## config.mk

```make
export PLATFORM = sky130hd
export DESIGN_NAME = fetch_unit
export DESIGN_NICKNAME = d
export VERILOG_FILES = /design/src/rtl/fetch_pkg.sv /design/src/rtl/fetch_ctrl.sv /design/src/rtl/fetch_pc.sv /design/src/rtl/fetch_rom.sv /design/src/rtl/fetch_ifid.sv /design/src/rtl/fetch_unit.sv
export SDC_FILE = /design/constraint.sdc
export NUM_CORES = 2
export LEC_CHECK = 0
export BUFFER_PORTS_ARGS = -buffer_cell sky130_fd_sc_hd__buf_4
export CORE_UTILIZATION = 59
export CTS_CLUSTER_SIZE = 10
export DETAILED_ROUTE_END_ITERATION = 7
export PLACE_DENSITY = 0.83
export SKIP_LAST_GASP = 1
export SYNTH_ARGS = -nofsm -noshare
export SYNTH_HDL_FRONTEND = slang
export SYNTH_SLANG_ARGS = --single-unit
```

## constraint.sdc

```tcl
create_clock -name clk -period 3.6 [get_ports clk]
set_input_delay 0.18 -clock clk [delete_from_list [all_inputs] [get_ports clk]]
set_output_delay 0.18 -clock clk [all_outputs]
set_load 0.03 [all_outputs]
```

## src/rtl/fetch_pkg.sv

```systemverilog
package fetch_pkg;

   // Next-PC selection, decoded once and shared by PC and IF/ID registers
   typedef enum logic [1:0] {
      PC_SEQ  = 2'd0,
      PC_HOLD = 2'd1,
      PC_JUMP = 2'd2
   } pc_sel_e;

   // Redirect outranks stall
   function automatic pc_sel_e pick_sel(input logic stall_i, input logic redir_i);
      if (redir_i) return PC_JUMP;
      if (stall_i) return PC_HOLD;
      return PC_SEQ;
   endfunction

endpackage

```

## src/rtl/fetch_ctrl.sv

```systemverilog
module fetch_ctrl
   import fetch_pkg::*;
(
   input  logic    stall,
   input  logic    redirect,
   output pc_sel_e sel
);

   always_comb begin
      sel = pick_sel(stall, redirect);
   end

endmodule

```

## src/rtl/fetch_pc.sv

```systemverilog
module fetch_pc
   import fetch_pkg::*;
#(
   parameter int ADDR_W   = 6,
   parameter int RESET_PC = 0
) (
   input  logic              clk,
   input  logic              rst_n,
   input  pc_sel_e           sel,
   input  logic [ADDR_W-1:0] target,
   output logic [ADDR_W-1:0] pc_q,
   output logic [ADDR_W-1:0] pc_inc
);

   localparam logic [ADDR_W-1:0] PC_INIT = ADDR_W'(RESET_PC);
   localparam logic [ADDR_W-1:0] ONE     = ADDR_W'(1);

   // Word addressing: successor is PC+1, wrapping at 2^ADDR_W
   assign pc_inc = pc_q + ONE;

   always_ff @(posedge clk or negedge rst_n) begin
      if (!rst_n) begin
         pc_q <= PC_INIT;
      end else begin
         case (sel)
            PC_JUMP: pc_q <= target;
            PC_SEQ:  pc_q <= pc_inc;
            default: pc_q <= pc_q;
         endcase
      end
   end

   a_r2_seq_advance: assert property (@(posedge clk) disable iff (!rst_n)
      (sel == PC_SEQ) |=> (pc_q == $past(pc_q) + ONE));

   a_r4_jump_target: assert property (@(posedge clk) disable iff (!rst_n)
      (sel == PC_JUMP) |=> (pc_q == $past(target)));

   a_r5_pc_hold: assert property (@(posedge clk) disable iff (!rst_n)
      (sel == PC_HOLD) |=> $stable(pc_q));

endmodule

```

## src/rtl/fetch_rom.sv

```systemverilog
module fetch_rom #(
   parameter int ADDR_W = 6,
   parameter int DATA_W = 32
) (
   input  logic              clk,
   input  logic              we,
   input  logic [ADDR_W-1:0] waddr,
   input  logic [DATA_W-1:0] wdata,
   input  logic [ADDR_W-1:0] raddr,
   output logic [DATA_W-1:0] rdata
);

   localparam int DEPTH = 1 << ADDR_W;

   logic [DATA_W-1:0] mem [DEPTH];

   // Synchronous write; read data is registered downstream in IF/ID
   always_ff @(posedge clk) begin
      if (we) begin
         mem[waddr] <= wdata;
      end
   end

   assign rdata = mem[raddr];

endmodule

```

## src/rtl/fetch_ifid.sv

```systemverilog
module fetch_ifid
   import fetch_pkg::*;
#(
   parameter int ADDR_W          = 6,
   parameter int DATA_W          = 32,
   parameter bit CLEAR_ON_SQUASH = 1'b1
) (
   input  logic              clk,
   input  logic              rst_n,
   input  pc_sel_e           sel,
   input  logic [DATA_W-1:0] fetch_word,
   input  logic [ADDR_W-1:0] fetch_pc1,
   output logic [DATA_W-1:0] instr_q,
   output logic [ADDR_W-1:0] pc1_q,
   output logic              valid_q
);

   always_ff @(posedge clk or negedge rst_n) begin
      if (!rst_n) begin
         valid_q <= 1'b0;
      end else begin
         case (sel)
            PC_JUMP: valid_q <= 1'b0;
            PC_SEQ:  valid_q <= 1'b1;
            default: valid_q <= valid_q;
         endcase
      end
   end

   generate
      if (CLEAR_ON_SQUASH) begin : g_clear
         always_ff @(posedge clk or negedge rst_n) begin
            if (!rst_n) begin
               instr_q <= '0;
               pc1_q   <= '0;
            end else begin
               case (sel)
                  PC_JUMP: begin
                     instr_q <= '0;
                     pc1_q   <= '0;
                  end
                  PC_SEQ: begin
                     instr_q <= fetch_word;
                     pc1_q   <= fetch_pc1;
                  end
                  default: begin
                     instr_q <= instr_q;
                     pc1_q   <= pc1_q;
                  end
               endcase
            end
         end

         a_r7_bubble_zeroed: assert property (@(posedge clk) disable iff (!rst_n)
            (sel == PC_JUMP) |=> (instr_q == '0 && pc1_q == '0));
      end else begin : g_keep
         always_ff @(posedge clk or negedge rst_n) begin
            if (!rst_n) begin
               instr_q <= '0;
               pc1_q   <= '0;
            end else if (sel == PC_SEQ) begin
               instr_q <= fetch_word;
               pc1_q   <= fetch_pc1;
            end
         end
      end
   endgenerate

   a_r3_capture: assert property (@(posedge clk) disable iff (!rst_n)
      (sel == PC_SEQ) |=> (valid_q && instr_q == $past(fetch_word) && pc1_q == $past(fetch_pc1)));

   a_r7_squash_bubble: assert property (@(posedge clk) disable iff (!rst_n)
      (sel == PC_JUMP) |=> !valid_q);

   a_r5_ifid_hold: assert property (@(posedge clk) disable iff (!rst_n)
      (sel == PC_HOLD) |=> ($stable(valid_q) && $stable(instr_q) && $stable(pc1_q)));

endmodule

```

## src/rtl/fetch_unit.sv

```systemverilog
module fetch_unit
   import fetch_pkg::*;
#(
   parameter int ADDR_W          = 6,
   parameter int DATA_W          = 32,
   parameter int RESET_PC        = 0,
   parameter bit CLEAR_ON_SQUASH = 1'b1
) (
   input  logic              clk,
   input  logic              rst_n,
   input  logic              stall,
   input  logic              redirect,
   input  logic [ADDR_W-1:0] redirect_target,
   input  logic              load_we,
   input  logic [ADDR_W-1:0] load_addr,
   input  logic [DATA_W-1:0] load_data,
   output logic [DATA_W-1:0] ifid_instr,
   output logic [ADDR_W-1:0] ifid_pc1,
   output logic              ifid_valid
);

   localparam int DEPTH = 1 << ADDR_W;

   generate
      if (ADDR_W < 1 || ADDR_W > 12) begin : g_bad_addr
         $error("fetch_unit: ADDR_W must lie in 1..12");
      end
      if (DATA_W < 8 || DATA_W > 128) begin : g_bad_data
         $error("fetch_unit: DATA_W must lie in 8..128");
      end
      if (RESET_PC < 0 || RESET_PC >= DEPTH) begin : g_bad_reset
         $error("fetch_unit: RESET_PC outside the store");
      end
   endgenerate

   pc_sel_e           sel;
   logic [ADDR_W-1:0] pc_q;
   logic [ADDR_W-1:0] pc_inc;
   logic [DATA_W-1:0] rom_word;

   fetch_ctrl u_ctrl (
      .stall    (stall),
      .redirect (redirect),
      .sel      (sel)
   );

   fetch_pc #(
      .ADDR_W   (ADDR_W),
      .RESET_PC (RESET_PC)
   ) u_pc (
      .clk    (clk),
      .rst_n  (rst_n),
      .sel    (sel),
      .target (redirect_target),
      .pc_q   (pc_q),
      .pc_inc (pc_inc)
   );

   fetch_rom #(
      .ADDR_W (ADDR_W),
      .DATA_W (DATA_W)
   ) u_rom (
      .clk   (clk),
      .we    (load_we),
      .waddr (load_addr),
      .wdata (load_data),
      .raddr (pc_q),
      .rdata (rom_word)
   );

   fetch_ifid #(
      .ADDR_W          (ADDR_W),
      .DATA_W          (DATA_W),
      .CLEAR_ON_SQUASH (CLEAR_ON_SQUASH)
   ) u_ifid (
      .clk        (clk),
      .rst_n      (rst_n),
      .sel        (sel),
      .fetch_word (rom_word),
      .fetch_pc1  (pc_inc),
      .instr_q    (ifid_instr),
      .pc1_q      (ifid_pc1),
      .valid_q    (ifid_valid)
   );

   a_r6_redirect_beats_stall: assert property (@(posedge clk) disable iff (!rst_n)
      (redirect && stall) |=> (!ifid_valid && pc_q == $past(redirect_target)));

   a_r4_pc1_follows_pc: assert property (@(posedge clk) disable iff (!rst_n)
      (!stall && !redirect) |=> (ifid_valid && ifid_pc1 == $past(pc_q) + ADDR_W'(1)));

endmodule

```

# Yosys cells after proc, flatten, opt, wreduce, memory -nomap -nowiden
# Memories as Yosys holds them, arrays and structs flattened.
# Index checks and enable logic that the tools add are counted.
# word_totals
ff_bits	45
latch_bits	0
ram_bits	2048
rom_bits	0
in_bits	49
out_inout_bits	39
wordCells	22
mem_count	1
# memory_table
memory	words	width	read_ports	rd_ports_with_merged_regs	wr	line	source
u_rom.mem	64	32	1	0	1	fetch_rom.sv:15	logic [DATA_W-1:0] mem [DEPTH];
# op_classes
addsub	1
multipliers	0
div	0
order_cmp	0
n_eq_ne	1
shift	0
n_mux	13
n_bitwise	0
reduce_logical	2
# ops
cell	n
$pmux 32 s2	1
$pmux 6 s2	2
$mux 2	4
$add 6x1->6 const B	1
$mux 1	5
$eq 2x2->1 const B	1
$logic_not 2->1	1
$pmux 1 s2	1
$reduce_bool 2->1	1

# Logic depth before layout (Yosys ltp)
# depth
word_depth	6
depth_mapped	10

# Hierarchy
# From an unflattened synthesis, not the netlist that was laid out.
# hier_totals
cells_unflattened	3423
hier_area_um2	79638.9
# by_module_without_submodules
module	n_inst	cells_each	area_each_um2	seq_area_each_um2
fetch_rom	1	3292	77874.7	61499.0
fetch_ifid	1	87	1362.6	975.9
fetch_pc	1	42	380.4	150.1
fetch_ctrl	1	2	21.3	0.0

# Worst setup path before layout
# No wires, ideal clock.
# synth_path
kind	input to register
startpoint	input port load_addr[5]
endpoint	memory u_rom.mem[39][0], enable pin
setup_time_ns	0.421
arrival_time_ns	2.378
t_required_ns	3.179
path_slack_ns	0.801
path_stages	4
n_path_buf	2
path_cell_list	clkbuf_1 > or3b_2 > clkbuf_1 > nor2_1
# synth_rtl
element	line	source
start: declaration	fetch_unit.sv:15	input logic [ADDR_W-1:0] load_addr,
end: declaration	fetch_rom.sv:15	
# No word-level cell before the write port.

# Worst setup path after layout
# layout_path
startpoint	register u_pc.pc_q[2]
endpoint	register u_ifid.instr_q[17]
# layout_via
elab_chain_cells	2
# layout_lines
element	line	source
start: declaration	fetch_pc.sv:11	output logic [ADDR_W-1:0] pc_q,
start signal: assignment	fetch_pc.sv:26	PC_JUMP: pc_q <= target;
start signal: assignment	fetch_pc.sv:27	PC_SEQ: pc_q <= pc_inc;
start signal: assignment	fetch_pc.sv:28	default: pc_q <= pc_q;
$mem_v2 64x32	-	
$pmux 32 s2	fetch_ifid.sv:37	case (sel)
end signal: assignment	fetch_ifid.sv:43	instr_q <= fetch_word;
end signal: assignment	fetch_ifid.sv:47	instr_q <= instr_q;
end: declaration	fetch_ifid.sv:13	output logic [DATA_W-1:0] instr_q,
# Every way passes these cells.
# A chain may end at the register's enable or synchronous reset.

==> impl_metrics.tcl <==
set metrics [dict create \
    die_height_um 370 \
    postSynthCellCount 3837 \
    max_freq_mhz 278 \
    crit_fanout 23 \
    r2r-end "u_ifid.instr_q[17]" \
    vdd_drop_max_mv 0.588 \
    crit_path_end "u_ifid.instr_q[17]" \
    clock-sinks 2093 \
    core-area_mm2 0.134 \
    seqCellArea_mm2 0.0626 \
    startpoint_type "flip-flop" \
    fp.dieW_um 370 \
    max_stage_delay_ns 0.72 \
    ant_nets 0 \
    status "finished with violations" \
    start_util 0.597 \
    drv_slew 0 \
    cap_viol_max_count 0 \
    grtUsageMet1 0.429 \
    synth-edff-count 2048 \
    leakage_uw 0.0295 \
    worstSetupPathType "reg -> reg" \
    yosysTopAreaCell "edfxtp_1" \
    ios 88 \
    cp_data_required_time_ns 4.34 \
    hold_path.class "in -> reg" \
    ys.flop_type "edfxtp_1" \
    htreeDepth 4 \
    worstSkewPairLatency_ns 0.88 \
    cp_slowest_cell "dfrtp_4" \
    yosysTopAreaCellShare 0.768 \
    wl_per_cell_um 39.0 \
    rr_worst_depth 7 \
    gp_congestion 0.852 \
    synth_area_leaders "edfxtp_1, mux4_2, mux2i_1" \
    layout_setup_ws_ns -0.000137 \
    hold_ws_ns 0.168 \
    met3_usage 0.115 \
    r2r_slack_ns -0.0001 \
    finClkSkew_ns 0.0686 \
    powerDensity_mw_per_mm2 581 \
    track_usage 0.347 \
    viasPerCell 7.41 \
    cts_tree "built" \
    finalCritPeriodShare 1.00 \
    setup_viol 1 \
    syn-num-nets 3887 \
    drt_wl_total_mm 237 \
    placedCellCount 5668 \
    layout_commonest_cell "edfxtp_1" \
    instances_no_fill 6060 \
    utilization 0.682 \
    crit_top_cell "buf_4" \
    fin_crit_ns 3.60 \
    first_pass_iters 8 \
    ys_warn_count 0 \
    drive_above_1_share 0.228 \
    rows 134 \
    final_nets 4237 \
    dp_hpwl_mm 116 \
    grt.overflow.total 0 \
    fillers 7328 \
    async_reset_ff_frac 0.0215 \
    dieArea_mm2 0.137 \
    avgSynthCellArea_um2 20.9 \
    timing.final.hold_violations 0 \
    crit_path_end_kind "flip-flop" \
    syn_area_mm2 0.0800 \
    drc_errors 0 \
    violations "setup timing" \
    crit_start "u_pc.pc_q[2]" \
    grt_max_degree 66 \
    top_usage_layer "met2" \
    use_met2 0.535 \
    io_buffers 87 \
    final_cell_mix "edfxtp_1, mux2i_1, mux4_2" \
    cts_root_buffer "clkbuf_16" \
    fin_setup_tns_ns -0.000137 \
    max_slew.worst_pin.slew_ns 1.35 \
    clockBufferDepth 3 \
    multi_input_area_mm2 0.0169 \
    seq_area_frac_synth 0.782 \
    ys_types 39 \
    syn_to_final_growth_pct 14.2 \
    yosys_register_bits 2093 \
    grt_antenna_before_repair 14 \
    vias 44900 \
    grt_first_pass_wirelength_mm 329 \
    grt_pass1_vias 45000 \
    relSlewSlack 0.0911 \
    drt_iter0_drc 8044 \
    crit_chain "buf_4 > buf_4 > mux4_2 > mux2_2 > nand2_1 > nand4_1 > a32o_1" \
    crit_arrival_ns 4.34 \
    rr_startpoint "u_pc.pc_q[2]" \
    cts.clk_slew.worst_paths_ns 0.06 \
    numCtsBuffers 228 \
]
==> registers in the layout, summed over array words and instances, names as in the netlist <==
| register | flops |
|---|---|
| u_pc.pc_q | 6 |
| u_rom.mem | 2048 |
| u_ifid.instr_q | 32 |
| u_ifid.valid_q | 1 |
| u_ifid.pc1_q | 6 |
==> layer usage <==
layer / wire length [um] / up-vias / part of all wire
li1: - / 16600 / -
met1: 73700 / 22500 / 0.31
met2: 110000 / 4787 / 0.47
met3: 35100 / 1026 / 0.15
met4: 17300 / 14 / 0.073
met5: 90 / - / 0.00038
==> critical path, delay by kind of cell (launching register included) <==
family                 cells  cell delay (ns)
multiplexers               2             0.64
AND/OR/NAND/NOR            2             0.88
flip-flops                 1             0.72
buffers and inverters      2             0.71
AO/OA/AOI/OAI              1             0.49
==> cell families after synthesis <==
logic type,after synthesis,synth area share
xor gates and xnor gates,9,0.000985
DFF,2093,0.782
muxes,801,0.151
buffers and inverters,225,0.0135
AOI/OAI and AO/OA,362,0.0317
and+or+nand+nor,346,0.0197
adders and majority gates,1,0.000156
==> cell type report <==
cell class / count / area share
Multi-Input combinational cell: 1519 / 0.185
Clock inverter: 17 / 0.00323
Timing Repair Buffer: 343 / 0.0365
Inverter: 2 / 0.0000821
Antenna cell: 8 / 0.000219
Clock buffer: 310 / 0.0658
Tap cell: 1768 / 0.0242
Sequential cell: 2093 / 0.685
==> cells in the mapped netlist (2+ instances only) <==
| cell | instances |
|---|---|
| a22oi_1 | 189 |
| mux2_2 | 32 |
| edfxtp_1 | 2048 |
| nand3b_1 | 3 |
| mux4_2 | 323 |
| a32o_1 | 31 |
| xnor2_1 | 5 |
| nor2_1 | 114 |
| o22ai_1 | 31 |
| nand3_1 | 73 |
| a31oi_1 | 31 |
| or3b_2 | 2 |
| inv_1 | 2 |
| buf_1 | 19 |
| dfrtp_1 | 45 |
| mux2i_1 | 445 |
| nand4_1 | 33 |
| nor3_1 | 32 |
| nor2b_1 | 10 |
| clkbuf_1 | 110 |
| o21ai_0 | 37 |
| buf_6 | 7 |
| xor2_1 | 4 |
| buf_2 | 56 |
| buf_4 | 31 |
| nand2_1 | 74 |
| a21oi_1 | 38 |
==> power breakdown <==
part	switching (uW)	internal (uW)	total, uW
Sequential	225	27000	27200
Clock	9250	11500	20700
Combinational	3220	1960	5180
Total	12700	40400	53100
==> worst min-delay path by stage <==
stage	startpoint	end	slack (ns)	cells past startpoint
global route	load_addr[4]	u_rom.mem[11][1]	0.18	3
global placement	rst_n	u_ifid.pc1_q[3]	0.31	1
CTS	load_addr[4]	u_rom.mem[11][1]	0.13	3
detailed placement	rst_n	u_ifid.pc1_q[0]	0.31	1
floorplan	rst_n	u_ifid.instr_q[0]	-0.12	0
finish	load_addr[5]	u_rom.mem[11][1]	0.17	3
==> per-stage QoR <==
| step | total power (uW) | setup slack [ns] | instance area [um2] |
|---|---|---|---|
| after detailed placement | 32500 | -0.0746 | 84500 |
| final | 53100 | -0.000137 | 91400 |
| after floorplan | 30500 | 0.801 | 80000 |
| after global placement | 32300 | -0.0588 | 84500 |
| after CTS | 52800 | 0.171 | 91400 |
| after global routing | 54000 | -0.000308 | 91400 |
==> repair_timing <==
item / in CTS / in global routing
endpoints found under the hold margin: 2063 / 0
setup buffers: 3 / 0
endpoints found under the setup margin: 1 / 2
resized for setup: 1 / 1
cloned: 0 / 0
pin swaps: 1 / 2
hold buffers: 55 / 0
Note: power is estimated with default switching activity, not from simulation.
